===== config.mk =====
export PLATFORM = sky130hd
export DESIGN_NAME = arith_unit
export DESIGN_NICKNAME = d
export VERILOG_FILES = /design/src/rtl/arith_pkg.sv /design/src/rtl/arith_ctrl.sv /design/src/rtl/arith_dpath.sv /design/src/rtl/arith_unit.sv
export SDC_FILE = /design/constraint.sdc
export NUM_CORES = 1
export LEC_CHECK = 0
export ABC_AREA = 1
export BUFFER_PORTS_ARGS = -buffer_cell sky130_fd_sc_hd__buf_2
export CORE_AREA = 2 2 208 190
export CTS_BUF_LIST = sky130_fd_sc_hd__clkbuf_2
export CTS_CLUSTER_DIAMETER = 120
export DETAILED_ROUTE_END_ITERATION = 16
export DIE_AREA = 0 0 210 192
export PLACE_DENSITY_LB_ADDON = 0.25
export SLEW_MARGIN = 20
export SYNTH_ARGS = -nofsm -noshare
export SYNTH_HDL_FRONTEND = slang
export SYNTH_HIERARCHICAL = 1
export SYNTH_SLANG_ARGS = --single-unit

===== constraint.sdc =====
create_clock -name clk -period 7.5 [get_ports clk]
set_clock_uncertainty 0.1 [all_clocks]
set_input_delay 1.125 -clock clk [delete_from_list [all_inputs] [get_ports clk]]
set_output_delay 1.125 -clock clk [all_outputs]
set_load 0.01 [all_outputs]

===== src/rtl/arith_pkg.sv =====
package arith_pkg;
  localparam int BYTE_W    = 8;
  localparam int OP_W      = 2 * BYTE_W;
  localparam int GUARD_W   = 8;
  localparam int RES_W     = 2 * OP_W + GUARD_W;
  localparam int RES_BYTES = RES_W / BYTE_W;
  localparam int ADDR_W    = 3;
  localparam int STEP_W    = $clog2(OP_W);

  localparam logic [ADDR_W-1:0] ADR_MODE   = ADDR_W'(0);
  localparam logic [ADDR_W-1:0] ADR_A_LO   = ADDR_W'(1);
  localparam logic [ADDR_W-1:0] ADR_A_HI   = ADDR_W'(2);
  localparam logic [ADDR_W-1:0] ADR_B_LO   = ADDR_W'(3);
  localparam logic [ADDR_W-1:0] ADR_B_HI   = ADDR_W'(4);

  typedef enum logic [1:0] {
    MODE_MUL     = 2'd0,
    MODE_DIV     = 2'd1,
    MODE_ACC     = 2'd2,
    MODE_ACC_ALT = 2'd3
  } mode_e;

  typedef struct packed {
    logic ldALo;
    logic ldAHi;
    logic ldBLo;
    logic clearAcc;
    logic doMul;
    logic doAcc;
    logic doDivZero;
    logic divStart;
    logic divStep;
    logic divFinish;
  } strobe_t;
endpackage


===== src/rtl/arith_ctrl.sv =====
module arith_ctrl
  import arith_pkg::*;
(
  input  logic              clk,
  input  logic              rstN,
  input  logic              wrEn,
  input  logic [ADDR_W-1:0] wrAddr,
  input  logic [1:0]        modeIn,
  input  logic              opBZero,
  output strobe_t           strb,
  output logic              busy,
  output logic              done
);
  mode_e             modeQ;
  logic              busyQ;
  logic              doneQ;
  logic [STEP_W-1:0] stepQ;
  logic              accept;
  logic              ldMode;

  assign accept = wrEn && !busyQ;

  always_comb begin
    strb   = '0;
    ldMode = accept && (wrAddr == ADR_MODE);
    strb.ldALo    = accept && (wrAddr == ADR_A_LO);
    strb.ldAHi    = accept && (wrAddr == ADR_A_HI);
    strb.ldBLo    = accept && (wrAddr == ADR_B_LO);
    strb.clearAcc = ldMode && modeIn[1];
    if (accept && (wrAddr == ADR_B_HI)) begin
      case (modeQ)
        MODE_MUL: strb.doMul = 1'b1;
        MODE_DIV: begin
          if (opBZero) strb.doDivZero = 1'b1;
          else         strb.divStart  = 1'b1;
        end
        default:  strb.doAcc = 1'b1;
      endcase
    end
    strb.divStep   = busyQ;
    strb.divFinish = busyQ && (stepQ == STEP_W'(OP_W - 1));
  end

  always_ff @(posedge clk or negedge rstN) begin
    if (!rstN) begin
      modeQ <= MODE_MUL;
      busyQ <= 1'b0;
      doneQ <= 1'b0;
      stepQ <= '0;
    end else begin
      if (ldMode) modeQ <= mode_e'(modeIn);
      if (strb.divStart)       busyQ <= 1'b1;
      else if (strb.divFinish) busyQ <= 1'b0;
      if (strb.divStart)  stepQ <= '0;
      else if (busyQ)     stepQ <= stepQ + 1'b1;
      doneQ <= strb.doMul | strb.doAcc | strb.doDivZero | strb.divFinish;
    end
  end

  assign busy = busyQ;
  assign done = doneQ;
endmodule


===== src/rtl/arith_dpath.sv =====
module arith_dpath
  import arith_pkg::*;
(
  input  logic              clk,
  input  logic              rstN,
  input  strobe_t           strb,
  input  logic [BYTE_W-1:0] wrData,
  input  logic [ADDR_W-1:0] rdAddr,
  output logic [BYTE_W-1:0] rdData,
  output logic [RES_W-1:0]  resultQ,
  output logic              overflowQ,
  output logic              opBZero
);
  logic [BYTE_W-1:0]  aLoQ, aHiQ, bLoQ;
  logic [OP_W-1:0]    opA, opB;
  logic [2*OP_W-1:0]  product;
  logic [RES_W-1:0]   accSum;
  logic [OP_W-1:0]    remQ, quoQ, dvsQ;
  logic [OP_W:0]      partial;
  logic [OP_W-1:0]    diff, remNext, quoNext;
  logic               fits;

  assign opA     = {aHiQ, aLoQ};
  assign opB     = {wrData, bLoQ};
  assign opBZero = (opB == '0);
  assign product = opA * opB;
  assign accSum  = resultQ + {{GUARD_W{1'b0}}, product};

  // one restoring-division step per cycle
  assign partial = {remQ, quoQ[OP_W-1]};
  assign fits    = partial >= {1'b0, dvsQ};
  assign diff    = partial[OP_W-1:0] - dvsQ;
  assign remNext = fits ? diff : partial[OP_W-1:0];
  assign quoNext = {quoQ[OP_W-2:0], fits};

  always_ff @(posedge clk or negedge rstN) begin
    if (!rstN) begin
      aLoQ <= '0;
      aHiQ <= '0;
      bLoQ <= '0;
    end else begin
      if (strb.ldALo) aLoQ <= wrData;
      if (strb.ldAHi) aHiQ <= wrData;
      if (strb.ldBLo) bLoQ <= wrData;
    end
  end

  always_ff @(posedge clk or negedge rstN) begin
    if (!rstN) begin
      remQ <= '0;
      quoQ <= '0;
      dvsQ <= '0;
    end else if (strb.divStart) begin
      remQ <= '0;
      quoQ <= opA;
      dvsQ <= opB;
    end else if (strb.divStep) begin
      remQ <= remNext;
      quoQ <= quoNext;
    end
  end

  always_ff @(posedge clk or negedge rstN) begin
    if (!rstN) begin
      resultQ   <= '0;
      overflowQ <= 1'b0;
    end else begin
      if (strb.clearAcc) begin
        resultQ   <= '0;
        overflowQ <= 1'b0;
      end else if (strb.doMul) begin
        resultQ <= {{GUARD_W{1'b0}}, product};
      end else if (strb.doAcc) begin
        resultQ <= accSum;
        if (accSum[RES_W-1:2*OP_W] != '0) overflowQ <= 1'b1;
      end else if (strb.doDivZero) begin
        resultQ <= {{GUARD_W{1'b0}}, opA, {OP_W{1'b0}}};
      end else if (strb.divFinish) begin
        resultQ <= {{GUARD_W{1'b0}}, remNext, quoNext};
      end
    end
  end

  always_comb begin
    rdData = '0;
    for (int i = 0; i < RES_BYTES; i++) begin
      if (rdAddr == ADDR_W'(i)) rdData = resultQ[i*BYTE_W +: BYTE_W];
    end
  end
endmodule


===== src/rtl/arith_unit.sv =====
module arith_unit
  import arith_pkg::*;
(
  input  logic              clk,
  input  logic              rstN,
  input  logic              wrEn,
  input  logic [ADDR_W-1:0] wrAddr,
  input  logic [BYTE_W-1:0] wrData,
  input  logic [ADDR_W-1:0] rdAddr,
  output logic [BYTE_W-1:0] rdData,
  output logic              busy,
  output logic              done,
  output logic              overflow
);
  strobe_t          strb;
  logic             opBZero;
  logic [RES_W-1:0] resultBus;

  arith_ctrl u_ctrl (
    .clk     (clk),
    .rstN    (rstN),
    .wrEn    (wrEn),
    .wrAddr  (wrAddr),
    .modeIn  (wrData[1:0]),
    .opBZero (opBZero),
    .strb    (strb),
    .busy    (busy),
    .done    (done)
  );

  arith_dpath u_dpath (
    .clk       (clk),
    .rstN      (rstN),
    .strb      (strb),
    .wrData    (wrData),
    .rdAddr    (rdAddr),
    .rdData    (rdData),
    .resultQ   (resultBus),
    .overflowQ (overflow),
    .opBZero   (opBZero)
  );
endmodule


After elaboration in Yosys (flattened, before gate mapping). Cells that the tools add are included.

$add $sub $neg: 3. $mul: 1. Div/mod/pow operators: 0. Order comparisons: 1. Equal/unequal tests: 11. Shift-type cells: 0. Multiplexer cells: 29. Bitwise gates (word level): 3. Reductions and logical operators: 21.

Operator list (count): $mux W40 (5); $mux W16 (5); $add A40 B32 Y40 (1); $mux W8 (5); $mul A16 B16 Y32 (1); $ge A17 B16 Y1 (1); $logic_not A16 Y1 (1); $sub A16 B16 Y16 (1); $eq A3 B2 Y1 const B (4); $mux W4 (3); $mux W1 (10); $logic_and A1 B1 Y1 (8); $reduce_bool A2 Y1 (4); $reduce_bool A8 Y1 (1); $eq A3 B1 Y1 const B (2); $eq A3 B3 Y1 const B (2); $logic_not A3 Y1 (2); $reduce_bool A5 Y1 (1); $add A4 B1 Y4 const B (1); $eq A4 B4 Y1 const B (1); $or A1 B1 Y1 (3); $reduce_and A3 Y1 (1); $eq A2 B1 Y1 const B (1); $logic_not A2 Y1 (1); other kinds (4) (4).

Flip-flop bits (word level): 121. Latch bits: 0. RAM bits: 0. ROM bits: 0. Input port bits: 17. Output and inout port bits: 11. Logic and storage cells: 81. Memories: 0.

Logic depth before layout (Yosys ltp).
Depth after elaboration: 8. Gate-level depth with buffers: 45. Mapped depth without buffers: 43.

Cells and area by module. Netlist, hierarchy kept.

By module, submodules not included: arith_dpath (times used 1, cells each 2656, area each 18348.8 um^2, sequential area each 2827.7 um^2); arith_ctrl (times used 1, cells each 61, area each 484.2 um^2, sequential area each 200.2 um^2).

Worst setup path before layout. No wires, ideal clock.

Path kind: input -> register. Start: input wrData[0]. End: register u_dpath.overflowQ. Library setup time: 127 ps. Data arrival time: 7316 ps. Data required time: 7273 ps. Slack: -43 ps. Stages on the path: 35. Path buffers: 1. Cells stage by stage: clkbuf_1 -> nand2_1 -> fa_1 -> inv_1 -> fa_1 -> inv_1 -> fa_1 -> inv_1 -> fa_1 -> fa_1 -> inv_1 -> fa_1 -> inv_1 -> ha_1 -> a21o_1 -> o21bai_1 -> a21oi_1 -> nand3_1 -> a21oi_1 -> xor2_1 -> inv_1 -> ha_1 -> nand2_1 -> inv_1 -> nand3_1 -> nor3_1 -> nand3_1 -> nand3_1 -> nand2_1 -> nand2_1 -> nand2_1 -> nor2_1 -> nand2_1 -> nand2_1 -> a21oi_1.

Cells in the longest elaborated chain, start to end: 5.

RTL lines: from (decl) (RTL line arith_unit.sv:8) `input logic [BYTE_W-1:0] wrData,`; $mul A16 B16 Y32 (RTL line arith_dpath.sv:26) `assign product = opA * opB;`; $add A40 B32 Y40 (RTL line arith_dpath.sv:27) `assign accSum = resultQ + {{GUARD_W{1'b0}}, product};`; $reduce_bool A8 Y1 (RTL line arith_dpath.sv:75) `if (accSum[RES_W-1:2*OP_W] != '0) overflowQ <= 1'b1;`; $reduce_bool A2 Y1 (no line); $reduce_and A3 Y1 (no line); to (signal assigned) (RTL line arith_dpath.sv:66) `overflowQ <= 1'b0;`; to (signal assigned) (RTL line arith_dpath.sv:70) `overflowQ <= 1'b0;`; to (signal assigned) (RTL line arith_dpath.sv:75); to (decl) (RTL line arith_dpath.sv:11) `output logic overflowQ,`.

No other way between the ends. A chain may end at the register's enable or synchronous reset.

Worst setup path in the final report.
Start: register u_dpath.bLoQ[5]. End: register u_dpath.overflowQ.

Cells in the longest elaborated chain, start to end: 5.

RTL lines: from (decl) (RTL line arith_dpath.sv:14) `logic [BYTE_W-1:0] aLoQ, aHiQ, bLoQ;`; from (signal assigned) (RTL line arith_dpath.sv:44) `if (strb.ldBLo) bLoQ <= wrData;`; $mul A16 B16 Y32 (RTL line arith_dpath.sv:26); $add A40 B32 Y40 (RTL line arith_dpath.sv:27); $reduce_bool A8 Y1 (RTL line arith_dpath.sv:75); $reduce_bool A2 Y1 (no line); $reduce_and A3 Y1 (no line).

No other way between the ends.

==> impl_metrics.csv <==
group,metric,value,unit
place,placedInstanceArea,20800,sq um
logic_synthesis,ys_types,58,
routing,vias_per_cell,5.29,
run,cap_violations,0,
setup_path,critPathMaxStageDelay,530,ps
setup_path,crit_required,8070,ps
place,gp_congestion,0.949,
clock_network,clock_latency,810,ps
run_status,outcome,"complete, no violations",
place,post-dp-hpwl,48.0,mm
finish,area_growth,19.0,%
setup_path,cp_common_cell,"nand2_1",
finish,regArea,3050,sq um
timing,tightest_slew,1090,ps
clock_network,cts_sinks,121,
global_route,grt_pass1_vias,17800,
setup_path,reg2reg_from,"u_dpath/bLoQ[5]",
finish,final_cell_area,22400,sq um
clock_network,clock-root-buffer,"clkbuf_2",
setup_path,rr_worst_depth,41,
finish,multi_input_area,14000,sq um
routing,wirelength,59.2,mm
logic_synthesis,ys_seq_elements,121,
logic_synthesis,ys_async_sr_fraction,1.00,
setup_path,cp-start-kind,"register",
worst_hold_path,hp-class,"in -> async",
routing,drtAntennaViolNets,0,
timing,finalMaxSlewViolations,0,
routing,wl_per_cell,17.3,um
clock_network,cts_made_buffers,17,
global_route,grt_pass1_wl,94.2,mm
finish,utilization,0.589,
die,fp.dieH,192,um
logic_synthesis,synth_ff_type,"dfrtp_1",
logic_synthesis,synthTopCellsByCount,"nand2_1 (801), inv_1 (623), fa_1 (196)",
setup_path,critical_path_class,"reg -> reg",
setup_path,cp_max_fo,5,
logic_synthesis,synth_top_cell_by_area,"fa_1",
timing,period_share,0.973,
setup_path,reg2reg_slack,200,ps
timing,max_freq,0.137,GHz
logic_synthesis,synth_nets,3084,
logic_synthesis,syn_inst,2717,
routing,drt_iter0_drc,1491,
timing,hold_viol_final,0,
global_route,grt_overflow,0,
logic_synthesis,synth_area,18800,sq um
die,pin_count,28,
die,fp.dieW,210,um
logic_synthesis,ys_top_cells_by_area,"fa_1 (21%), dfrtp_1 (16%), nand2_1 (16%), inv_1 (12%), ha_1 (10%)",
setup_path,critPathBufInv,10,
clock_network,clockBufferDepth,2,
logic_synthesis,synth-edff-count,0,
clock_network,path_clk_slew,260,ps
die,fp.dieArea,40300,sq um
global_route,grtUsageTotal,0.299,
die,start_util,0.495,
finish,drive_above_1_share,0.198,
timing,fin_crit,7300,ps
setup_path,worstPathArrival,7870,ps
logic_synthesis,ys_seq_area_frac,0.161,
logic_synthesis,yosys_warnings,6,
setup_path,cp-startpoint,"u_dpath/bLoQ[5]",
logic_synthesis,yosysMostFrequentCell,"nand2_1",
routing,drc,0,
routing,first_pass_iters,8,
timing,maxSlewHeadroom,0.274,
finish,fillers,3589,
timing,setup_viol,0,
die,fp.coreArea,38000,sq um
setup_path,critPathTopFamily,"adder cells",
setup_path,cp_slowest_cell,"fa_1",
die,num_rows,68,
finish,layout.nets,3282,
setup_path,cp-end-kind,"register",
global_route,grt_start_max_net_pins,78,
logic_synthesis,avgSynthCellArea,6.93,sq um
clock_network,cts_tree,"built",
routing,vias,18100,
clock_network,cts_max_level,4,
logic_synthesis,synth_top_area_share,0.208,
global_route,grt_antenna_before_repair,1,
setup_path,reg2reg_to,"u_dpath/overflowQ",
place,port_buffers,27,
timing,rsz0062_at_grt,"true",
==> cells by family after synthesis <==
group	share of synthesized area
compound gates	0.101
xor+xnor	0.0219
fa+ha+maj	0.311
buf+inv	0.152
flops	0.161
mux	0.00837
simple gates	0.246
==> cell type report <==
class	instances	share of cell area
multi-input cells	1864	0.624
repair buffers	282	0.0950
inverters	629	0.105
well taps	490	0.0274
diodes	2	0.000223
clock inverters	14	0.00815
clock buffers	18	0.00402
flip-flops and latches	121	0.136
==> cells in the final DEF, fill, tap and decap left out, drive strengths merged, types with 7 or more instances in the layout <==
cell type / instances
a21o: 7
xnor2: 23
o22ai: 34
xor2: 24
buf: 279
nor4: 10
o221ai: 11
nor3: 16
nand3: 117
dfrtp: 121
nand4: 12
clkbuf: 21
mux2: 14
o21ai: 121
nand2: 810
a21oi: 129
o211ai: 11
nor2: 142
o21bai: 11
ha: 154
inv: 634
fa: 196
==> sequential cells by signal (all words and copies together), names as in the netlist <==
name,count
u_dpath/quoQ,16
u_dpath/remQ,16
u_ctrl/stepQ,4
u_ctrl/modeQ,2
u_dpath/aLoQ,8
u_dpath/aHiQ,8
u_ctrl/busy,1
u_dpath/dvsQ,16
u_dpath/overflowQ,1
u_ctrl/done,1
u_dpath/bLoQ,8
u_dpath/resultQ,40
==> how the worst max path moves through the flow <==
| stage | depth (start not counted) | endpoint | slack [ps] |
|---|---|---|---|
| after global placement | 36 | u_dpath/resultQ[30] | -730 |
| after floorplan | 35 | u_dpath/overflowQ | 40 |
| after CTS | 35 | u_dpath/overflowQ | 3 |
| after global routing | 41 | u_dpath/overflowQ | -120 |
| after detailed placement | 36 | u_dpath/resultQ[30] | -750 |
| final | 41 | u_dpath/overflowQ | 200 |
==> through the flow <==
step / worst slack (ps) / TNS [ps] / hold slack (ps) / cells
CTS: 3.13 / 0 / 208 / 3394
finish: 200 / 0 / 237 / 3420
global placement: -733 / -10740 / 375 / 3357
detailed placement: -748 / -12470 / 376 / 3357
global route: -118 / -574 / 233 / 3419
floorplan: 38.4 / 0 / 357 / 2717
==> routing by layer <==
| layer | vias to the layer above | share of wire | global-route usage |
|---|---|---|---|
| met1 | 8699 | 0.44 | 0.418 |
| met4 | 0 | 0.027 | 0.0786 |
| met2 | 661 | 0.45 | 0.482 |
| met5 | - | 0 | 0 |
| li1 | 8637 | - | - |
| met3 | 93 | 0.081 | 0.0505 |
==> worst reg2reg max path: cells and delay by family, from the launching register on <==
family / cells / cell delay, ps
compound gates: 1 / 70
buf+inv: 10 / 870
flops: 1 / 480
simple gates: 22 / 2080
fa+ha+maj: 8 / 3580
==> what timing repair did <==
action / CTS / global route
endpoints found under the setup margin: 9 / 28
hold buffers: 0 / 0
setup buffers: 5 / 24
gates cloned: 0 / 0
gates resized for setup: 25 / 224
hold endpoints to repair: 0 / 0
pin swaps: 0 / 62
Power is not shown: default switching activity piles up to over one toggle a cycle in this logic, so the estimate is an artifact.
